## config.mk

```make
export PLATFORM = sky130hd
export DESIGN_NAME = combo_lock
export DESIGN_NICKNAME = d
export VERILOG_FILES = /design/src/rtl/combo_lock_pkg.sv /design/src/rtl/combo_code_path.sv /design/src/rtl/combo_lock_fsm.sv /design/src/rtl/combo_lock.sv
export SDC_FILE = /design/constraint.sdc
export NUM_CORES = 1
export LEC_CHECK = 0
export BUFFER_PORTS_ARGS = -buffer_cell sky130_fd_sc_hd__buf_2
export CAP_MARGIN = 20
export CORE_AREA = 2 2 39 41
export DETAILED_ROUTE_END_ITERATION = 10
export DIE_AREA = 0 0 41 43
export PLACE_DENSITY = 0.45
export SYNTH_ARGS = -nofsm -noshare
export SYNTH_HDL_FRONTEND = slang
export SYNTH_SLANG_ARGS = --single-unit
```

## constraint.sdc

```tcl
create_clock -name clk_i -period 1.6 [get_ports clk_i]
set_input_delay 0.08 -clock clk_i [delete_from_list [all_inputs] [get_ports clk_i]]
set_output_delay 0.08 -clock clk_i [all_outputs]
set_load 0.05 [all_outputs]
```

## src/rtl/combo_lock_pkg.sv

```systemverilog
package combo_lock_pkg;
  localparam int ST_W   = 4;
  localparam int SEL_W  = 3;
  localparam int DIGITS = 3;

  // low three bits double as the code select, msb is the open flag
  typedef enum logic [ST_W-1:0] {
    ST_S1   = 4'b0001,
    ST_S2   = 4'b0010,
    ST_S3   = 4'b0100,
    ST_OPEN = 4'b1000,
    ST_ERR  = 4'b0000
  } lock_st_e;
endpackage

```

## src/rtl/combo_code_path.sv

```systemverilog
module combo_code_path
  import combo_lock_pkg::*;
#(
  parameter int CODE_W = 4,
  parameter logic [CODE_W-1:0] CODE_A = 4'd3,
  parameter logic [CODE_W-1:0] CODE_B = 4'd4,
  parameter logic [CODE_W-1:0] CODE_C = 4'd2
) (
  input  logic              clk_i,
  input  logic              rst_ni,
  input  logic [SEL_W-1:0]  sel_i,
  input  logic [CODE_W-1:0] value_i,
  output logic              match_o
);
  logic [CODE_W-1:0] code_tab [DIGITS];
  logic [CODE_W-1:0] pick [DIGITS];
  logic [CODE_W-1:0] expect_code;

  assign code_tab[0] = CODE_A;
  assign code_tab[1] = CODE_B;
  assign code_tab[2] = CODE_C;

  // and-or mux over one-hot select
  for (genvar i = 0; i < DIGITS; i++) begin : g_pick
    assign pick[i] = code_tab[i] & {CODE_W{sel_i[i]}};
  end

  always_comb begin
    expect_code = '0;
    for (int i = 0; i < DIGITS; i++) expect_code |= pick[i];
  end

  assign match_o = (sel_i != '0) && (value_i == expect_code);

  AST_SEL_ONEHOT: assert property (@(posedge clk_i) disable iff (!rst_ni)
    $onehot0(sel_i));
endmodule

```

## src/rtl/combo_lock_fsm.sv

```systemverilog
module combo_lock_fsm
  import combo_lock_pkg::*;
(
  input  logic             clk_i,
  input  logic             rst_ni,
  input  logic             new_i,
  input  logic             match_i,
  output logic [SEL_W-1:0] sel_o,
  output logic             open_o
);
  lock_st_e st_q, st_d;
  logic     digit_st;

  assign digit_st = (st_q == ST_S1) || (st_q == ST_S2) || (st_q == ST_S3);

  always_comb begin
    st_d = st_q;
    unique case (st_q)
      ST_S1:   if (new_i) st_d = match_i ? ST_S2   : ST_ERR;
      ST_S2:   if (new_i) st_d = match_i ? ST_S3   : ST_ERR;
      ST_S3:   if (new_i) st_d = match_i ? ST_OPEN : ST_ERR;
      ST_OPEN: st_d = ST_OPEN;
      ST_ERR:  st_d = ST_ERR;
      default: st_d = ST_ERR;
    endcase
  end

  always_ff @(posedge clk_i or negedge rst_ni) begin
    if (!rst_ni) st_q <= ST_S1;
    else         st_q <= st_d;
  end

  assign sel_o  = st_q[SEL_W-1:0];
  assign open_o = st_q[ST_W-1];

  AST_ST_LEGAL: assert property (@(posedge clk_i) disable iff (!rst_ni)
    $onehot0(st_q));
  AST_IDLE_HOLD: assert property (@(posedge clk_i) disable iff (!rst_ni)
    (digit_st && !new_i) |=> $stable(st_q));
  AST_MISS_ERR: assert property (@(posedge clk_i) disable iff (!rst_ni)
    (digit_st && new_i && !match_i) |=> (st_q == ST_ERR));
  AST_OPEN_STICKY: assert property (@(posedge clk_i) disable iff (!rst_ni)
    open_o |=> open_o);
  AST_ERR_STICKY: assert property (@(posedge clk_i) disable iff (!rst_ni)
    (st_q == ST_ERR) |=> (st_q == ST_ERR));
  AST_OPEN_CAUSE: assert property (@(posedge clk_i) disable iff (!rst_ni)
    $rose(open_o) |-> $past(new_i && match_i && sel_o == 3'b100));
endmodule

```

## src/rtl/combo_lock.sv

```systemverilog
module combo_lock
  import combo_lock_pkg::*;
#(
  parameter int CODE_W = 4,
  parameter logic [CODE_W-1:0] CODE_A = 4'd3,
  parameter logic [CODE_W-1:0] CODE_B = 4'd4,
  parameter logic [CODE_W-1:0] CODE_C = 4'd2
) (
  input  logic              clk_i,
  input  logic              rst_ni,
  input  logic [CODE_W-1:0] value_i,
  input  logic              new_i,
  output logic              open_o
);
  logic [SEL_W-1:0] sel;
  logic             match;

  combo_code_path #(
    .CODE_W(CODE_W), .CODE_A(CODE_A), .CODE_B(CODE_B), .CODE_C(CODE_C)
  ) u_path (
    .clk_i   (clk_i),
    .rst_ni  (rst_ni),
    .sel_i   (sel),
    .value_i (value_i),
    .match_o (match)
  );

  combo_lock_fsm u_fsm (
    .clk_i   (clk_i),
    .rst_ni  (rst_ni),
    .new_i   (new_i),
    .match_i (match),
    .sel_o   (sel),
    .open_o  (open_o)
  );

  AST_SEL_TRACKS_OPEN: assert property (@(posedge clk_i) disable iff (!rst_ni)
    open_o |-> (sel == '0));
endmodule

```

==> flow_metrics.tcl, run 1 <==
set metrics [dict create \
    post_cts_buffers 0 \
    start_util_pct 15.73 \
    port_buffers 7 \
    worstSetupEndpointType "flop" \
    grt_max_degree 6 \
    totalWireLength_um 432 \
    rsz0062_at_grt "no" \
    gp_congestion 0.6188 \
    cts_resized 0 \
    area_delta_synth_final_pct 41.95 \
    design_area_um2 309.0 \
    overflow 0 \
    cts-root-buf "clkbuf_4" \
    cts_tree "done" \
    post_drt_wl_per_cell_um 8.640 \
    min_path_type "in -> reg" \
    hold_depth 2 \
    cts.sinks 4 \
    drc 0 \
    fp.coreArea_um2 1384 \
    dieArea_um2 1763 \
    finalSetupTns_ns 0 \
    antenna_left 0 \
    cp-startpoint "u_fsm.st_q[0]" \
    worst_pin_slew_ns 0.2467 \
    period_minus_slack_ns 1.337 \
    criticalPathCategory "reg -> reg" \
    top_register "u_fsm.st_q" \
    synth_seq_cells 4 \
    synthTopCellsByArea "dfrtp_1, nand3b_1, dfstp_2" \
    io_pins 8 \
    syn_area_per_cell_um2 9.896 \
    skew_ns 0.006323 \
    num_rows 14 \
    dr.pass1.iters 1 \
    vias_per_cell 4.220 \
    synth.cell_area_um2 217.7 \
    synth_cell_types 11 \
    numCtsBuffers 3 \
    p_per_area_nw_per_um2 854.5 \
    layout-drive-gt1-share_pct 35.29 \
    postSynthCellCount 22 \
    multi_input_area_um2 116.4 \
    async_flop_share_pct 100.0 \
    dr.first_iter.drc_count 0 \
    post-route-period-util_pct 83.56 \
    ir_drop_v 0.0002743 \
    insertion_delay_ns 0.23 \
    finalMaxSlewViolations 0 \
    yosysTopAreaCellShare_pct 34.48 \
    min_from "new_i" \
    dp_hpwl_um 379.8 \
    ff2ff_setup_slack_ns 0.26 \
    slew_headroom_pct 83.41 \
    maxCapViolations 0 \
    cts_buffer_depth 2 \
    htree_levels 1 \
    critPathRequiredTime_ns 1.72 \
    ys_seq_area_share_pct 46.55 \
    vias 211 \
    ys_top_cells_by_count "nand3b_1, nor2_1, dfrtp_1, nand2_1, o32ai_1" \
    die-height_um 43 \
    antenna-diode-count 0 \
    crit_arrival_ns 1.46 \
    hold_violations 0 \
    r2r_cells 4 \
    reg_top3 "u_fsm.st_q x4" \
    die_w_um 41 \
    dpl_cell_area_um2 272.8 \
    grt_pass1_wl_um 772 \
    synth_ff_type "dfrtp_1" \
    yosys_warnings 0 \
    grt_pass1_vias 214 \
    path_max_fanout 5 \
    fmax_mhz 747.9 \
    synth_edf_count 0 \
    synth_fp_nets 29 \
    finalSetupViolCount 0 \
    grt_antenna_before_repair 0 \
    r2r_start "u_fsm.st_q[0]" \
    outcome "complete, no violations" \
    grt_usage_pct 7.071 \
    fillers 154 \
    clk_pin_slew_ns 0.03 \
    leakage_nw 0.1263 \
    synth.largest_area_cell "dfrtp_1" \
    final_nets 42 \
    regArea_um2 101.3 \
    start_kind "flop" \
    largest_reg_flops 4 \
]
==> through the flow <==
stage	setup WS (ns)	total power, mW	hold WS (ns)	util, %	std cells
detailed placement	0.2469	0.1307	-0.1133	19.71	45
CTS	0.2375	0.2734	0.02507	22.33	50
finish	0.2630	0.2641	0.03144	22.33	50
global placement	0.2164	0.1303	-0.1115	19.71	45
global route	0.1454	0.2849	0.03851	22.33	50
floorplan	0.3761	0.1168	-0.2156	-	22
==> metal layers <==
metal / GRT usage, % / part of all wire [%] / wire [um]
met1: 8.197 / 46 / 197
met2: 9.375 / 45 / 196
met4: 6.000 / 0 / 0
met3: 3.141 / 8.8 / 38
met5: 0 / 0 / 0
==> repair_timing <==
item | in CTS | in global routing
hold endpoints to repair | 4 | 0
endpoints found under the setup margin | 0 | 0
hold buffers | 1 | 0
==> worst max-delay path: stages (launching register included) <==
cell and delay, ns:
dfstp_2 0.38, or3_1 0.36, o22ai_2 0.09, nand2_1 0.10, o32ai_1 0.30
==> layout by cell type (no fill, tap or decap) <==
| cell type | count |
|---|---|
| dlygate4sd3_1 | 1 |
| buf_2 | 7 |
| dfstp_2 | 1 |
| clkbuf_1 | 1 |
| or3_1 | 1 |
| xnor2_1 | 1 |
| o31ai_1 | 1 |
| nor2_1 | 4 |
| clkbuf_4 | 3 |
| nand3b_1 | 4 |
| dfrtp_1 | 3 |
| o22ai_2 | 1 |
| or2b_1 | 1 |
| o32ai_1 | 2 |
| nand2_1 | 3 |
==> cell families after synthesis <==
kind of cell / after synthesis / synth area share [%]
simple gates: 13 / 32.19
xor+xnor: 1 / 4.024
compound gates: 4 / 17.24
flops: 4 / 46.55
==> final timing paths <==
check                                 to
setup / recovery           u_fsm.st_q[1]
hold / removal             u_fsm.st_q[0]
setup reg to reg           u_fsm.st_q[1]
hold reg to reg            u_fsm.st_q[0]
max in group asynchronous  u_fsm.st_q[0]
min in group asynchronous  u_fsm.st_q[3]
==> final cells by class <==
class / count / area share [%]
Sequential cell: 4 / 32.79
Multi-Input combinational cell: 18 / 37.65
Timing Repair Buffer: 8 / 14.57
Tap cell: 16 / 6.478
Clock buffer: 4 / 8.502
==> power breakdown <==
part | switching [mW] | internal [mW] | total, mW | leakage, nW
Clock | 0.0401 | 0.0935 | 0.134 | 0.0150
Combinational | 0.0143 | 0.0126 | 0.0269 | 0.0596
Sequential | 0.000779 | 0.103 | 0.104 | 0.0517
Total | 0.0552 | 0.209 | 0.264 | 0.126
Note: power is estimated with default switching activity, not from simulation.
==> run 2: changes to the inputs <==
PLACE_DENSITY = 0.46   (was 0.45)
clock period = 1.2 ns   (was 1.6 ns; I/O delays follow)
==> flow_metrics.tcl, run 2 (synthesized netlist as in run 1, its figures left out) <==
set metrics [dict create \
    worstSetupEndpointType "flop" \
    hold_depth 3 \
    io_pins 8 \
    cts_buffer_depth 2 \
    finalSetupTns_ns -0.08534 \
    dr.first_iter.drc_count 7 \
    fp.coreArea_um2 1384 \
    grt_max_degree 6 \
    layout-drive-gt1-share_pct 47.22 \
    reg_top3 "u_fsm.st_q x4" \
    ff2ff_setup_slack_ns -0.05 \
    grt_pass1_wl_um 710 \
    stdcell_count 52 \
    worst_pin_slew_ns 0.2468 \
    area_delta_synth_final_pct 60.34 \
    power_frac_clock_pct 51.1 \
    post_cts_buffers 0 \
    p_sw_share_pct 23.54 \
    final_nets 44 \
    vias_per_cell 4.212 \
    min_path_type "in -> reg" \
    final_core_utilization_pct 25.23 \
    fmax_mhz 797.8 \
    p_int_mw 0.2821 \
    ir_drop_v 0.0003721 \
    gp_congestion 0.6314 \
    p_per_area_nw_per_um2 1057 \
    rsz0062_at_grt "yes" \
    dieArea_um2 1763 \
    cts_tree "done" \
    largest_reg_flops 4 \
    p_switching_mw 0.08686 \
    worst_slack_ns -0.05348 \
    die-height_um 43 \
    htree_levels 1 \
    num_rows 14 \
    fillers 150 \
    cts.sinks 4 \
    hold_violations 0 \
    leakage_nw 0.1395 \
    dp.cells 46 \
    overflow 0 \
    maxCapViolations 0 \
    port_buffers 7 \
    antenna_left 0 \
    criticalPathCategory "reg -> reg" \
    drc 0 \
    antenna-diode-count 0 \
    violations "setup timing" \
    crit_arrival_ns 1.40 \
    dr.pass1.iters 5 \
    die_w_um 41 \
    critPathRequiredTime_ns 1.34 \
    r2r_cells 4 \
    min_from "value_i[1]" \
    grt_usage_pct 6.754 \
    grt_antenna_before_repair 0 \
    post_drt_wl_per_cell_um 9.538 \
    path_max_fanout 3 \
    pwr-share-seq_pct 37.4 \
    cts-root-buf "clkbuf_4" \
    comb_power_share_pct 11.4 \
    clk_pin_slew_ns 0.04 \
    post-route-period-util_pct 104.5 \
    mostFrequentLayoutCell "buf_2" \
    dp_hpwl_um 359.3 \
    skew_ns 0.002839 \
    numCtsBuffers 3 \
    top_register "u_fsm.st_q" \
    totalWireLength_um 496 \
    hold_end "u_fsm.st_q[2]" \
    finalSetupViolCount 3 \
    insertion_delay_ns 0.24 \
    vias 219 \
    outcome "finished with violations" \
    finalMaxSlewViolations 0 \
    start_util_pct 15.73 \
    period_minus_slack_ns 1.253 \
    grt_pass1_vias 190 \
    slew_headroom_pct 83.66 \
    r2r-end "u_fsm.st_q[3]" \
    mostFrequentLayoutCells "buf_2, nor2_1, nand3b_1" \
    r2r_start "u_fsm.st_q[0]" \
    start_kind "flop" \
]
-- run 2: cell count changes in the layout (fill, tap and decap cells not counted) --
cell | before | now
nand2_2 | 0 | 1
o31ai_1 | 1 | 0
buf_4 | 0 | 1
o32ai_1 | 2 | 0
o31ai_2 | 0 | 1
nand2_1 | 3 | 2
o32ai_2 | 0 | 2
dlygate4sd3_1 | 1 | 2
-- run 2: metrics by stage --
stage | hold slack, ns | setup WS, ns | power [mW] | area [um^2]
global placement | -0.1248 | -0.04229 | 0.1745 | 280.3
CTS | 0.1097 | -0.03377 | 0.3763 | 336.6
finish | 0.1283 | -0.05348 | 0.3689 | 349.1
floorplan | -0.2356 | 0.01490 | 0.1557 | 217.7
detailed placement | -0.1265 | -0.05977 | 0.1737 | 280.3
global route | 0.1485 | -0.1342 | 0.3924 | 349.1
-- run 2: critical path, stage by stage (launching register included) --
cell,delay (ns)
dfstp_2,0.36
or3_1,0.35
o22ai_2,0.11
nand2_2,0.11
o31ai_2,0.23
-- run 2: metal layers --
layer  GRT usage, %  part of all wire, %  vias up
met5              0                    0        -
met4          4.000                    0        0
met3          6.283                  9.7        0
met2          7.500                   49        8
met1          8.143                   41      101
li1               -                    -      110
-- run 2: area by class of cell --
cell class                      instances  area, um^2  area share [%]
Multi-Input combinational cell         18       138.9           39.78
Tap cell                               16       20.02           5.735
Clock buffer                            4       26.28           7.527
Sequential cell                         4       101.3           29.03
Timing Repair Buffer                   10       62.56           17.92
-- run 2: how the worst max path moves through the flow --
stage	start	cells after the start	end
2_1_floorplan	u_fsm.st_q[0]	4	u_fsm.st_q[3]
3_3_place_gp	u_fsm.st_q[0]	4	u_fsm.st_q[2]
3_5_place_dp	u_fsm.st_q[0]	4	u_fsm.st_q[2]
4_1_cts	u_fsm.st_q[0]	4	u_fsm.st_q[3]
5_1_grt	u_fsm.st_q[0]	4	u_fsm.st_q[3]
6_report	u_fsm.st_q[0]	4	u_fsm.st_q[3]
-- run 2: what timing repair did --
item | in CTS | in global routing
pin swaps | 2 | 0
endpoints found under the setup margin | 3 | 3
hold buffers | 2 | 0
endpoints found under the hold margin | 5 | 0
gates resized for setup | 2 | 2
-- run 2: power by group through the flow --
stage	sequential, mW	combinational [mW]	clock [mW]
final	0.138	0.0422	0.189
after global routing	0.138	0.0469	0.207
after CTS	0.138	0.0404	0.198
after detailed placement	0.140	0.0338	0
after global placement	0.140	0.0346	0
after floorplan	0.145	0.0112	0
